--- src/rtl/tmg_pkg.sv ---
package tmg_pkg;

   typedef enum logic [1:0] {
      WK_TONE      = 2'd0,
      WK_MEL_ENTRY = 2'd1,
      WK_MEL_START = 2'd2,
      WK_ROUTE     = 2'd3
   } wr_kind_e;

   localparam int         SQ_LEVEL = 2048;
   localparam logic [7:0] IDLE_A   = 8'hD5;
   localparam logic [7:0] IDLE_MU  = 8'hFF;

   // first quadrant, half-step offset, peak 2896 (about -6 dBm0)
   function automatic logic [11:0] quarter_sine(input logic [3:0] i);
      case (i)
         4'd0:  return 12'd142;
         4'd1:  return 12'd425;
         4'd2:  return 12'd704;
         4'd3:  return 12'd976;
         4'd4:  return 12'd1238;
         4'd5:  return 12'd1489;
         4'd6:  return 12'd1725;
         4'd7:  return 12'd1945;
         4'd8:  return 12'd2146;
         4'd9:  return 12'd2326;
         4'd10: return 12'd2484;
         4'd11: return 12'd2618;
         4'd12: return 12'd2727;
         4'd13: return 12'd2809;
         4'd14: return 12'd2865;
         default: return 12'd2893;
      endcase
   endfunction

   function automatic logic [7:0] enc_mu(input logic signed [13:0] x);
      logic        neg;
      logic [13:0] mag;
      logic [13:0] b;
      int          seg;
      logic [3:0]  mant;
      neg = x[13];
      mag = neg ? 14'(-x) : 14'(x);
      if (mag > 14'd8158) mag = 14'd8158;
      b   = mag + 14'd33;
      seg = 0;
      for (int p = 5; p <= 12; p++)
         if (b[p]) seg = p - 5;
      mant = 4'(b >> (seg + 1));
      return {~neg, ~3'(seg), ~mant};
   endfunction

   function automatic logic [7:0] enc_a(input logic signed [13:0] x);
      logic               neg;
      logic signed [12:0] y;
      logic [11:0]        mag;
      int                 seg;
      logic [3:0]         mant;
      y    = 13'(x >>> 1);
      neg  = y[12];
      mag  = neg ? 12'(~y) : 12'(y);
      seg  = 0;
      for (int p = 5; p <= 11; p++)
         if (mag[p]) seg = p - 4;
      mant = 4'(mag >> ((seg == 0) ? 1 : seg));
      return {~neg, 3'(seg), mant} ^ 8'h55;
   endfunction

endpackage

--- src/rtl/tmg_engine.sv ---
module tmg_engine #(
   parameter int PH_W    = 11,
   parameter int INC_W   = 10,
   parameter int DUR_W   = 8,
   parameter int INC_MAX = 1008
) (
   input  logic             clk,
   input  logic             rst_n,
   input  logic             tick,
   input  logic             start,
   input  logic [INC_W-1:0] start_inc,
   input  logic [DUR_W-1:0] start_dur,
   input  logic             chain_en,
   input  logic [INC_W-1:0] chain_inc,
   input  logic [DUR_W-1:0] chain_dur,
   output logic [PH_W-1:0]  phase,
   output logic             active,
   output logic             expiring
);
   localparam logic [INC_W-1:0] INC_LIM = INC_W'(INC_MAX);

   if (INC_MAX >= 2 ** INC_W || INC_MAX >= 2 ** (PH_W - 1)) begin : g_bad_inc
      $error("tmg_engine: INC_MAX must fit INC_W and stay below half the phase range");
   end
   if (INC_W >= PH_W) begin : g_bad_w
      $error("tmg_engine: INC_W must be narrower than PH_W");
   end

   logic [PH_W-1:0]  phase_q;
   logic [INC_W-1:0] inc_q;
   logic [DUR_W-1:0] cnt_q;
   logic             active_q;

   function automatic logic [INC_W-1:0] sat(input logic [INC_W-1:0] v);
      return (v > INC_LIM) ? INC_LIM : v;
   endfunction

   assign expiring = tick && active_q && (cnt_q == DUR_W'(1));
   assign phase    = phase_q;
   assign active   = active_q;

   always_ff @(posedge clk) begin
      if (!rst_n) begin
         phase_q  <= '0;
         inc_q    <= '0;
         cnt_q    <= '0;
         active_q <= 1'b0;
      end else if (start) begin
         phase_q  <= '0;
         inc_q    <= sat(start_inc);
         cnt_q    <= start_dur;
         active_q <= 1'b1;
      end else if (tick && active_q) begin
         phase_q <= phase_q + PH_W'(inc_q);
         if (expiring) begin
            if (chain_en) begin
               inc_q <= sat(chain_inc);
               cnt_q <= chain_dur;
            end else begin
               active_q <= 1'b0;
            end
         end else if (cnt_q != '0) begin
            cnt_q <= cnt_q - 1'b1;
         end
      end
   end

   a_r3_phase_only_on_tick: assert property (@(posedge clk) disable iff (!rst_n)
      (!tick && !start) |=> $stable(phase_q));
   a_r3_inc_capped: assert property (@(posedge clk) disable iff (!rst_n)
      active_q |-> (inc_q <= INC_LIM));
   a_r7_start_from_zero: assert property (@(posedge clk) disable iff (!rst_n)
      start |=> (phase_q == '0) && active_q);
   a_r7_continuous_stays: assert property (@(posedge clk) disable iff (!rst_n)
      (active_q && cnt_q == '0 && !start) |=> active_q);

endmodule

--- src/rtl/tmg_melody.sv ---
module tmg_melody #(
   parameter int DEPTH   = 32,
   parameter int PH_W    = 11,
   parameter int INC_W   = 10,
   parameter int DUR_W   = 8,
   parameter int INC_MAX = 1008,
   localparam int AW     = $clog2(DEPTH)
) (
   input  logic             clk,
   input  logic             rst_n,
   input  logic             tick,
   input  logic             wr_entry,
   input  logic             wr_start,
   input  logic [AW-1:0]    wr_addr,
   input  logic [INC_W-1:0] wr_inc,
   input  logic [DUR_W-1:0] wr_dur,
   output logic [PH_W-1:0]  phase,
   output logic             playing
);
   if (DEPTH != 2 ** AW || DEPTH < 2) begin : g_bad_depth
      $error("tmg_melody: DEPTH must be a power of two, at least 2");
   end

   logic [INC_W-1:0] inc_mem [DEPTH];
   logic [DUR_W-1:0] dur_mem [DEPTH];
   logic [AW-1:0]    idx_q, last_q, nxt;
   logic             chain_en, expiring;

   assign nxt      = idx_q + 1'b1;
   assign chain_en = (idx_q != last_q);

   always_ff @(posedge clk) begin
      if (!rst_n) begin
         for (int e = 0; e < DEPTH; e++) begin
            inc_mem[e] <= '0;
            dur_mem[e] <= '0;
         end
      end else if (wr_entry) begin
         inc_mem[wr_addr] <= wr_inc;
         dur_mem[wr_addr] <= wr_dur;
      end
   end

   always_ff @(posedge clk) begin
      if (!rst_n) begin
         idx_q  <= '0;
         last_q <= '0;
      end else if (wr_start) begin
         idx_q  <= '0;
         last_q <= wr_addr;
      end else if (expiring && chain_en) begin
         idx_q  <= nxt;
      end
   end

   tmg_engine #(.PH_W(PH_W), .INC_W(INC_W), .DUR_W(DUR_W), .INC_MAX(INC_MAX)) u_eng (
      .clk(clk), .rst_n(rst_n), .tick(tick),
      .start(wr_start), .start_inc(inc_mem[0]), .start_dur(dur_mem[0]),
      .chain_en(chain_en), .chain_inc(inc_mem[nxt]), .chain_dur(dur_mem[nxt]),
      .phase(phase), .active(playing), .expiring(expiring)
   );

   a_r9_idx_within_last: assert property (@(posedge clk) disable iff (!rst_n)
      playing |-> (idx_q <= last_q));
   a_r9_silent_after_last: assert property (@(posedge clk) disable iff (!rst_n)
      (expiring && !chain_en && !wr_start) |=> !playing);

endmodule

--- src/rtl/tmg_shaper.sv ---
module tmg_shaper #(
   parameter int PH_W = 11
) (
   input  logic [PH_W-1:0] phase,
   input  logic            active,
   input  logic            square,
   input  logic            law_a,
   output logic [7:0]      code
);
   import tmg_pkg::*;

   if (PH_W < 6) begin : g_bad_ph
      $error("tmg_shaper: PH_W must give at least 6 address bits");
   end

   logic [1:0]         quad;
   logic [3:0]         step;
   logic [11:0]        mag;
   logic signed [13:0] lin;

   assign quad = phase[PH_W-1 -: 2];
   assign step = phase[PH_W-3 -: 4];
   assign mag  = quarter_sine(quad[0] ? ~step : step);

   always_comb begin
      if (square)
         lin = phase[PH_W-1] ? -14'(SQ_LEVEL) : 14'(SQ_LEVEL);
      else if (quad[1])
         lin = -$signed({2'b00, mag});
      else
         lin = $signed({2'b00, mag});
      if (!active)
         code = law_a ? IDLE_A : IDLE_MU;
      else
         code = law_a ? enc_a(lin) : enc_mu(lin);
   end

endmodule

--- src/rtl/tone_melody_gen.sv ---
module tone_melody_gen #(
   parameter int NUM_OUT   = 7,
   parameter int NUM_SET   = 4,
   parameter int MEL_DEPTH = 32,
   parameter int PH_W      = 11,
   parameter int INC_W     = 10,
   parameter int DUR_W     = 8,
   parameter int INC_MAX   = 1008,
   localparam int ADDR_W   = $clog2(MEL_DEPTH),
   localparam int SRC_W    = $clog2(NUM_OUT + 1)
) (
   input  logic              clk,
   input  logic              rst_n,
   input  logic              frame_tick,
   input  logic              wave_sq,
   input  logic              law_a,
   input  logic              wr_en,
   input  logic [1:0]        wr_kind,
   input  logic [ADDR_W-1:0] wr_addr,
   input  logic [INC_W-1:0]  wr_inc,
   input  logic [DUR_W-1:0]  wr_dur,
   input  logic              req_valid,
   input  logic [SRC_W-1:0]  req_src,
   output logic              out_valid,
   output logic [7:0]        sample
);
   import tmg_pkg::*;

   localparam int SET_W = (NUM_SET > 1) ? $clog2(NUM_SET) : 1;
   localparam int OUT_W = (NUM_OUT > 1) ? $clog2(NUM_OUT) : 1;

   if (NUM_SET != 2 ** SET_W) begin : g_bad_set
      $error("tone_melody_gen: NUM_SET must be a power of two");
   end
   if (ADDR_W < SET_W || ADDR_W < OUT_W || INC_W <= SET_W) begin : g_bad_addr
      $error("tone_melody_gen: address or route fields too narrow");
   end

   logic [PH_W-1:0]  set_phase  [NUM_SET];
   logic             set_active [NUM_SET];
   logic [SET_W-1:0] route_set  [NUM_OUT];
   logic             route_en   [NUM_OUT];
   logic [PH_W-1:0]  mel_phase;
   logic             mel_playing;
   logic [PH_W-1:0]  sel_phase;
   logic             sel_active, sel_sq;
   logic [7:0]       code;
   logic             out_valid_q;
   logic [7:0]       sample_q;

   for (genvar s = 0; s < NUM_SET; s++) begin : g_set
      logic load;
      logic unused_exp;
      assign load = wr_en && (wr_kind == WK_TONE) && (wr_addr[SET_W-1:0] == SET_W'(s));
      tmg_engine #(.PH_W(PH_W), .INC_W(INC_W), .DUR_W(DUR_W), .INC_MAX(INC_MAX)) u_eng (
         .clk(clk), .rst_n(rst_n), .tick(frame_tick),
         .start(load), .start_inc(wr_inc), .start_dur(wr_dur),
         .chain_en(1'b0), .chain_inc('0), .chain_dur('0),
         .phase(set_phase[s]), .active(set_active[s]), .expiring(unused_exp)
      );
   end

   for (genvar o = 0; o < NUM_OUT; o++) begin : g_route
      always_ff @(posedge clk) begin
         if (!rst_n) begin
            route_set[o] <= '0;
            route_en[o]  <= 1'b0;
         end else if (wr_en && wr_kind == WK_ROUTE && wr_addr[OUT_W-1:0] == OUT_W'(o)) begin
            route_set[o] <= wr_inc[SET_W-1:0];
            route_en[o]  <= wr_inc[SET_W];
         end
      end
   end

   tmg_melody #(.DEPTH(MEL_DEPTH), .PH_W(PH_W), .INC_W(INC_W), .DUR_W(DUR_W),
                .INC_MAX(INC_MAX)) u_mel (
      .clk(clk), .rst_n(rst_n), .tick(frame_tick),
      .wr_entry(wr_en && wr_kind == WK_MEL_ENTRY),
      .wr_start(wr_en && wr_kind == WK_MEL_START),
      .wr_addr(wr_addr), .wr_inc(wr_inc), .wr_dur(wr_dur),
      .phase(mel_phase), .playing(mel_playing)
   );

   always_comb begin
      sel_phase  = '0;
      sel_active = 1'b0;
      sel_sq     = 1'b0;
      if (req_src == SRC_W'(NUM_OUT)) begin
         sel_phase  = mel_phase;
         sel_active = mel_playing;
         sel_sq     = wave_sq;
      end else begin
         for (int o = 0; o < NUM_OUT; o++) begin
            if (req_src == SRC_W'(o)) begin
               sel_phase  = set_phase[route_set[o]];
               sel_active = route_en[o] && set_active[route_set[o]];
            end
         end
      end
   end

   tmg_shaper #(.PH_W(PH_W)) u_shape (
      .phase(sel_phase), .active(sel_active), .square(sel_sq), .law_a(law_a), .code(code)
   );

   always_ff @(posedge clk) begin
      if (!rst_n) begin
         out_valid_q <= 1'b0;
         sample_q    <= law_a ? IDLE_A : IDLE_MU;
      end else begin
         out_valid_q <= req_valid;
         if (req_valid) sample_q <= code;
      end
   end

   assign out_valid = out_valid_q;
   assign sample    = sample_q;

   a_r2_valid_follows_req: assert property (@(posedge clk) disable iff (!rst_n)
      req_valid |=> out_valid_q);
   a_r2_quiet_without_req: assert property (@(posedge clk) disable iff (!rst_n)
      !req_valid |=> (!out_valid_q && $stable(sample_q)));
   a_r8_silent_gives_idle: assert property (@(posedge clk) disable iff (!rst_n)
      (req_valid && !sel_active) |=> (sample_q == ($past(law_a) ? IDLE_A : IDLE_MU)));

endmodule

--- config.mk ---
export PLATFORM = sky130hd
export DESIGN_NAME = tone_melody_gen
export DESIGN_NICKNAME = d
export VERILOG_FILES = /design/src/rtl/tmg_pkg.sv /design/src/rtl/tmg_engine.sv /design/src/rtl/tmg_melody.sv /design/src/rtl/tmg_shaper.sv /design/src/rtl/tone_melody_gen.sv
export SDC_FILE = /design/constraint.sdc
export NUM_CORES = 1
export LEC_CHECK = 0
export ABC_AREA = 0
export BUFFER_PORTS_ARGS = -buffer_cell sky130_fd_sc_hd__buf_4
export CORE_ASPECT_RATIO = 2
export CORE_UTILIZATION = 45
export DETAILED_ROUTE_END_ITERATION = 6
export SLEW_MARGIN = 10
export SYNTH_ARGS = -nofsm -noshare
export SYNTH_HDL_FRONTEND = slang
export SYNTH_HIERARCHICAL = 1
export SYNTH_SLANG_ARGS = --single-unit
--- constraint.sdc ---
create_clock -name clk -period 12.6 [get_ports clk]
set_clock_uncertainty 0.2 [all_clocks]
set_input_delay 2.52 -clock clk [delete_from_list [all_inputs] [get_ports clk]]
set_output_delay 2.52 -clock clk [all_outputs]
set_load 0.02 [all_outputs]
==> results of run 1 <==
==> area by class of cell <==
type	count	area [µm²]	share of cell area [%]
flip-flops and latches	766	21400	46.0
multi-input cells	2672	20300	43.7
clock buffers	95	1930	4.15
well taps	1207	1510	3.25
repair buffers	102	782	1.68
clock inverters	37	285	0.614
inverters	66	248	0.533
diodes	7	17.5	0.0377
==> power by group through the flow <==
stage	registers (mW)	clock network, mW	logic [mW]
floorplan	2.93	0	0.684
global placement	2.96	0	0.953
CTS	2.91	2.18	0.960
finish	2.91	2.14	0.965
global route	2.92	2.26	1.04
detailed placement	2.97	0	0.957
==> metrics by stage <==
| step | util (%) | hold WS [ns] | setup WS, ns | power, mW | instance area (µm²) |
|---|---|---|---|---|---|
| final | 49.5 | 0.262 | 2.75 | 6.01 | 46500 |
| after global routing | 49.5 | 0.278 | 2.30 | 6.23 | 46500 |
| after CTS | 49.5 | 0.262 | 2.87 | 6.06 | 46400 |
| after detailed placement | 47.1 | 0.254 | 2.18 | 3.93 | 44200 |
| after global placement | 47.1 | 0.249 | 2.25 | 3.92 | 44200 |
| after floorplan | - | 0.241 | 2.96 | 3.62 | 43100 |
==> layer usage <==
| layer | vias to the layer above | GRT usage (%) |
|---|---|---|
| li1 | 13498 | - |
| met4 | 4 | 21.4 |
| met3 | 314 | 3.65 |
| met2 | 828 | 49.5 |
| met1 | 14538 | 27.1 |
| met5 | - | 0 |
==> registers in the layout, indices dropped and copies added, names as in the netlist <==
register	flops
g_set.u_eng/active	4
g_set.u_eng/cnt_q	32
g_set.u_eng/inc_q	40
g_set.u_eng/phase	44
out_valid	1
route_en	7
route_set	14
sample	8
u_mel/dur_mem	256
u_mel/idx_q	5
u_mel/inc_mem	320
u_mel/last_q	5
u_mel/u_eng/active	1
u_mel/u_eng/cnt_q	8
u_mel/u_eng/inc_q	10
u_mel/u_eng/phase	11
==> worst paths after layout <==
path / startpoint / end / slack [ns] / cells past startpoint
hold / removal: g_set[2].u_eng/phase[0]$_SDFFE_PP0P_ / g_set[2].u_eng/phase[0]$_SDFFE_PP0P_ / 0.26 / 2
setup reg to reg: route_set[1][2]$_SDFFCE_PN0P_ / sample[2]$_SDFFCE_PN1P_ / 4.07 / 31
setup / recovery: req_src[0] / sample[2]$_SDFFCE_PN1P_ / 2.75 / 31
hold reg to reg: g_set[2].u_eng/phase[0]$_SDFFE_PP0P_ / g_set[2].u_eng/phase[0]$_SDFFE_PP0P_ / 0.26 / 2
==> worst register-to-register path: cells and delay by family, from the launching register on <==
family	cells	cell delay [ns]
flip-flops	1	0.71
buffers and inverters	4	0.60
AO/OA/AOI/OAI	12	2.44
adder cells (fa/ha/maj)	3	1.06
XOR/XNOR	2	0.37
AND/OR/NAND/NOR	8	1.78
multiplexers	2	1.10
==> out/metrics.yaml, run 1 <==
synth:
  synth_warnings: 6
  syn_inst: 3658
  synth_area_um2: 42700
  avgSynthCellArea_um2: 11.7
power_and_ir_drop:
  p_switching_mw: 1.66
  power_density_nw_per_um2: 129
  pwr-share-seq_pct: 48.4
  swShare_pct: 27.6
  p_comb_share_pct: 16.1
  p_int_mw: 4.35
  leakagePower_nw: 17.1
  irDropWorstVdd_mv: 0.142
  p_clk_share_pct: 35.5
global_route:
  overflow: 0
  grt_max_degree: 85
  antenna_found_initial: 5
  grtUsageTotal_pct: 27.1
  grt_pass1_vias: 29612
  grt_pass1_wl_um: 189000
clocking:
  htree_levels: 3
  cts_tree: "built"
  cts.sinks: 766
  clock-root-buffer: "clkbuf_16"
  cts.path.max_buffers: 3
  numCtsBuffers: 72
  cts_hold_buf: 0
  clock_latency_ns: 0.65
  clk_pin_slew_worst_paths_ns: 0.07
  cts-resized-gates: 0
  post-cts-setup-buffers: 0
run:
  max_cap_violations: 0
route:
  dr_wl_met2_um: 68600
  vias: 29182
  routedWlPerCell_um: 26.1
  firstDrtPassIters: 7
  wirelength_met1_um: 43600
  met3WireLength_um: 5340
  drc: 8
  drt_iter0_drc: 2279
  wl_um: 129000
  via_per_inst: 5.89
  top_layer: "met5"
  postRouteAntennaNets: 0
worst_setup_path:
  startpoint_type: "primary input"
  crit_arrival_ns: 10.03
  cp_top_family: "compound AO/OA/AOI/OAI gates"
  slowest_stage: "mux4_2"
  path_max_fanout: 28
  cpMostUsedCell: "nand2b_1"
  path_buf_inv: 5
  required_ns: 12.78
  endpoint_kind: "flip-flop"
  critical_path_class: "in -> reg"
  slowest_delay_ns: 0.51
sta:
  worstMarginPinSlew_ns: 1.21
  tns_ns: 0
  slew_headroom_pct: 18.7
  drv_slew: 0
  fin_crit_ns: 9.85
  fmax_ghz: 0.102
  hold_viol_final: 0
  rsz0062_at_grt: "no"
  setup_viol: 0
  post-route-period-util_pct: 78.2
layout:
  area_growth_pct: 8.71
  final_nets: 3797
  drive_gt1_share_pct: 13.9
  layout_common_cells: "605 x and2_1, 604 x edfxtp_1, 358 x nand2_1, 207 x nor2_1, 195 x mux4_2"
  fillers: 8400
  layout_commonest_cell: "and2_1"
  final_cells: 4952
floorplan:
  die_area_um2: 96300
  pin_count: 44
  core_area_um2: 93900
  std_cell_rows: 159
  start_util_pct: 45.5
  dieHeight_um: 438
  fp.dieW_um: 220
placed_design:
  port_buffers: 43
  dp_hpwl_um: 87700
  gp_congestion: 0.968
  placedCellCount: 4813
status:
  status: "finished, violations left"
  violations: "design-rule violations"
min_path:
  hold_class: "reg -> reg"
Note: power is estimated with default switching activity, not from simulation.
==> inputs of run 2 (changes only) <==
==> constraint.sdc (replaced) <==
create_clock -name clk -period 7.91 [get_ports clk]
set_clock_uncertainty 0.2 [all_clocks]
set_input_delay 1.582 -clock clk [delete_from_list [all_inputs] [get_ports clk]]
set_output_delay 1.582 -clock clk [all_outputs]
set_load 0.02 [all_outputs]
==> out/metrics.yaml, run 2 (synthesized netlist as in run 1, its figures left out) <==
placed_design:
  dp_hpwl_um: 91000  # +3.7%
  port_buffers: 43  # unchanged
  gp_congestion: 0.998  # +3.2%
  dp_slack_ns: -0.188  # -2.37 ns
sta:
  rsz0062_at_grt: "no"
  drv_slew: 0  # unchanged
  timing.final.ws_setup_ns: 0.458  # -2.29 ns
  slew_headroom_pct: 20.4  # +1.7 points
  worstMarginPinSlew_ns: 1.19  # -0.0208 ns
  hold_viol_final: 0  # unchanged
  setup_viol: 0  # unchanged
  post-route-period-util_pct: 94.2
  fin_crit_ns: 7.45
  tns_ns: 0  # unchanged
  fmax_ghz: 0.134
route:
  via_per_inst: 5.90  # about the same
  drt_iter0_drc: 2157  # -5.4%
  wl_um: 133000  # +2.9%
  postRouteAntennaNets: 0  # unchanged
  drc: 12  # +4
  routedWlPerCell_um: 26.3  # +0.85%
  vias: 29812  # +2.2%
  firstDrtPassIters: 7  # unchanged
worst_setup_path:
  slowest_delay_ns: 0.48  # -0.03 ns
  crit_arrival_ns: 7.64  # -2.39 ns
  critical_path_class: "in -> reg"
  cpMostUsedCell: "inv_2"
  slowest_stage: "mux4_2"
  required_ns: 8.09  # -4.69 ns
  r2r_slack_ns: 0.54  # -3.53 ns
  endpoint_kind: "flip-flop"
  cp_top_family: "compound AO/OA/AOI/OAI gates"
  path_max_fanout: 9  # -68%
  path_buf_inv: 6  # +1
  startpoint_type: "primary input"
floorplan:
  pin_count: 44  # unchanged
  fp.dieW_um: 220  # unchanged
  dieHeight_um: 438  # unchanged
  die_area_um2: 96300  # unchanged
  core_area_um2: 93900  # unchanged
  start_util_pct: 45.5  # unchanged
  std_cell_rows: 159  # unchanged
clocking:
  clock_latency_ns: 0.66  # about the same
  post-cts-setup-buffers: 0  # unchanged
  cts.sinks: 766  # unchanged
  clock-root-buffer: "clkbuf_16"
  htree_levels: 3  # unchanged
  cts-resized-gates: 0  # unchanged
  numCtsBuffers: 72  # unchanged
  cts_hold_buf: 0  # unchanged
  cts.path.max_buffers: 3  # unchanged
  clk_pin_slew_worst_paths_ns: 0.06  # about the same
  cts_tree: "built"
global_route:
  grtUsageTotal_pct: 28.0  # +0.86 points
  antenna_found_initial: 7  # +2
  overflow: 0  # unchanged
  grt_pass1_vias: 30411  # +2.7%
  grt_pass1_wl_um: 194000  # +2.8%
  grt_max_degree: 114  # +34%
power_and_ir_drop:
  p_clk_share_pct: 35.1  # -0.4 points
  swShare_pct: 27.7  # +0.12 points
  p_comb_share_pct: 18.2  # +2.1 points
  p_int_mw: 7.19  # +65%
  power_density_nw_per_um2: 210  # +62%
  leakagePower_nw: 17.6  # +3.3%
  irDropWorstVdd_mv: 0.212  # +49%
  p_switching_mw: 2.76  # +66%
  pwr-share-seq_pct: 46.6  # -1.8 points
layout:
  final_nets: 3901  # +2.7%
  seq_area_um2: 21400  # unchanged
  area_growth_pct: 11.1
  drive_gt1_share_pct: 16.8  # +3.0 points
  multi_input_area_um2: 20500  # +0.76%
  fillers: 8356  # -0.52%
  layout_commonest_cell: "and2_1"
  largest_register_ffs: 320  # unchanged
  layout_common_cells: "605 x and2_1, 604 x edfxtp_1, 357 x nand2_1, 207 x nor2_1, 201 x buf_4"
  top_register: "u_mel/inc_mem"
status:
  violations: "design-rule violations"
  status: "finished, violations left"
run:
  max_cap_violations: 0  # unchanged
min_path:
  hold_class: "reg -> reg"
==> run 2: cell count changes in the layout (fill, tap and decap cells not counted), moves of 3 or more <==
cell      before  now
buf_12         1    4
buf_4        100  201
clkbuf_1      21   16
clkinv_2      11    5
ha_1          76   72
inv_1         59   55
inv_2          7   11
==> run 2: path summary, 6_finish.rpt <==
check / from / endpoint / cells past startpoint
worst max-delay path: req_src[0] / sample[2]$_SDFFCE_PN1P_ / 33
worst min-delay path: g_set[1].u_eng/phase[0]$_SDFFE_PP0P_ / g_set[1].u_eng/phase[0]$_SDFFE_PP0P_ / 2
worst max register to register: route_set[0][2]$_SDFFCE_PN0P_ / sample[2]$_SDFFCE_PN1P_ / 31
worst min register to register: g_set[1].u_eng/phase[0]$_SDFFE_PP0P_ / g_set[1].u_eng/phase[0]$_SDFFE_PP0P_ / 2
==> run 2: per-layer routing <==
layer / vias up / GRT usage, % / routed length (µm)
met5: - / 0 / 0
met4: 0 / 22.7 / 12300
met3: 374 / 3.96 / 5670
met2: 905 / 51.0 / 70900
met1: 14804 / 27.6 / 44000
li1: 13729 / - / -
==> run 2: through the flow <==
| step | hold slack (ns) | total power [mW] | util [%] | instance area (µm²) | instances |
|---|---|---|---|---|---|
| detailed placement | 0.258 | 6.53 | 48.1 | 45200 | 4917 |
| floorplan | 0.241 | 5.81 | - | 43300 | 3765 |
| finish | 0.266 | 9.95 | 50.6 | 47500 | 5054 |
| CTS | 0.267 | 10.0 | 50.6 | 47500 | 5047 |
| global route | 0.294 | 10.3 | 50.6 | 47500 | 5048 |
| global placement | 0.249 | 6.51 | 48.1 | 45200 | 4917 |
==> run 2: power groups by stage <==
stage               logic (mW)  registers [mW]  clock network, mW
floorplan                 1.13            4.67                  0
global placement          1.79            4.72                  0
CTS                       1.81            4.64               3.56
finish                    1.82            4.64               3.50
detailed placement        1.80            4.73                  0
global route              1.95            4.66               3.69
==> run 2: worst reg2reg max path, delay by kind of cell, from the launching register on <==
kind	cells	cell delay [ns]
compound gates	12	2.42
buf+inv	4	0.45
mux	3	1.21
flops	1	0.63
xor+xnor	1	0.20
simple gates	8	1.40
fa+ha+maj	3	0.59
==> run 2: final cells by class <==
type                    count  area share [%]
diodes                      7          0.0369
clock buffers              91            4.03
clock inverters            39           0.777
inverters                  66           0.521
multi-input cells        2672            43.1
flip-flops and latches    766            45.0
well taps                1207            3.18
repair buffers            206            3.37
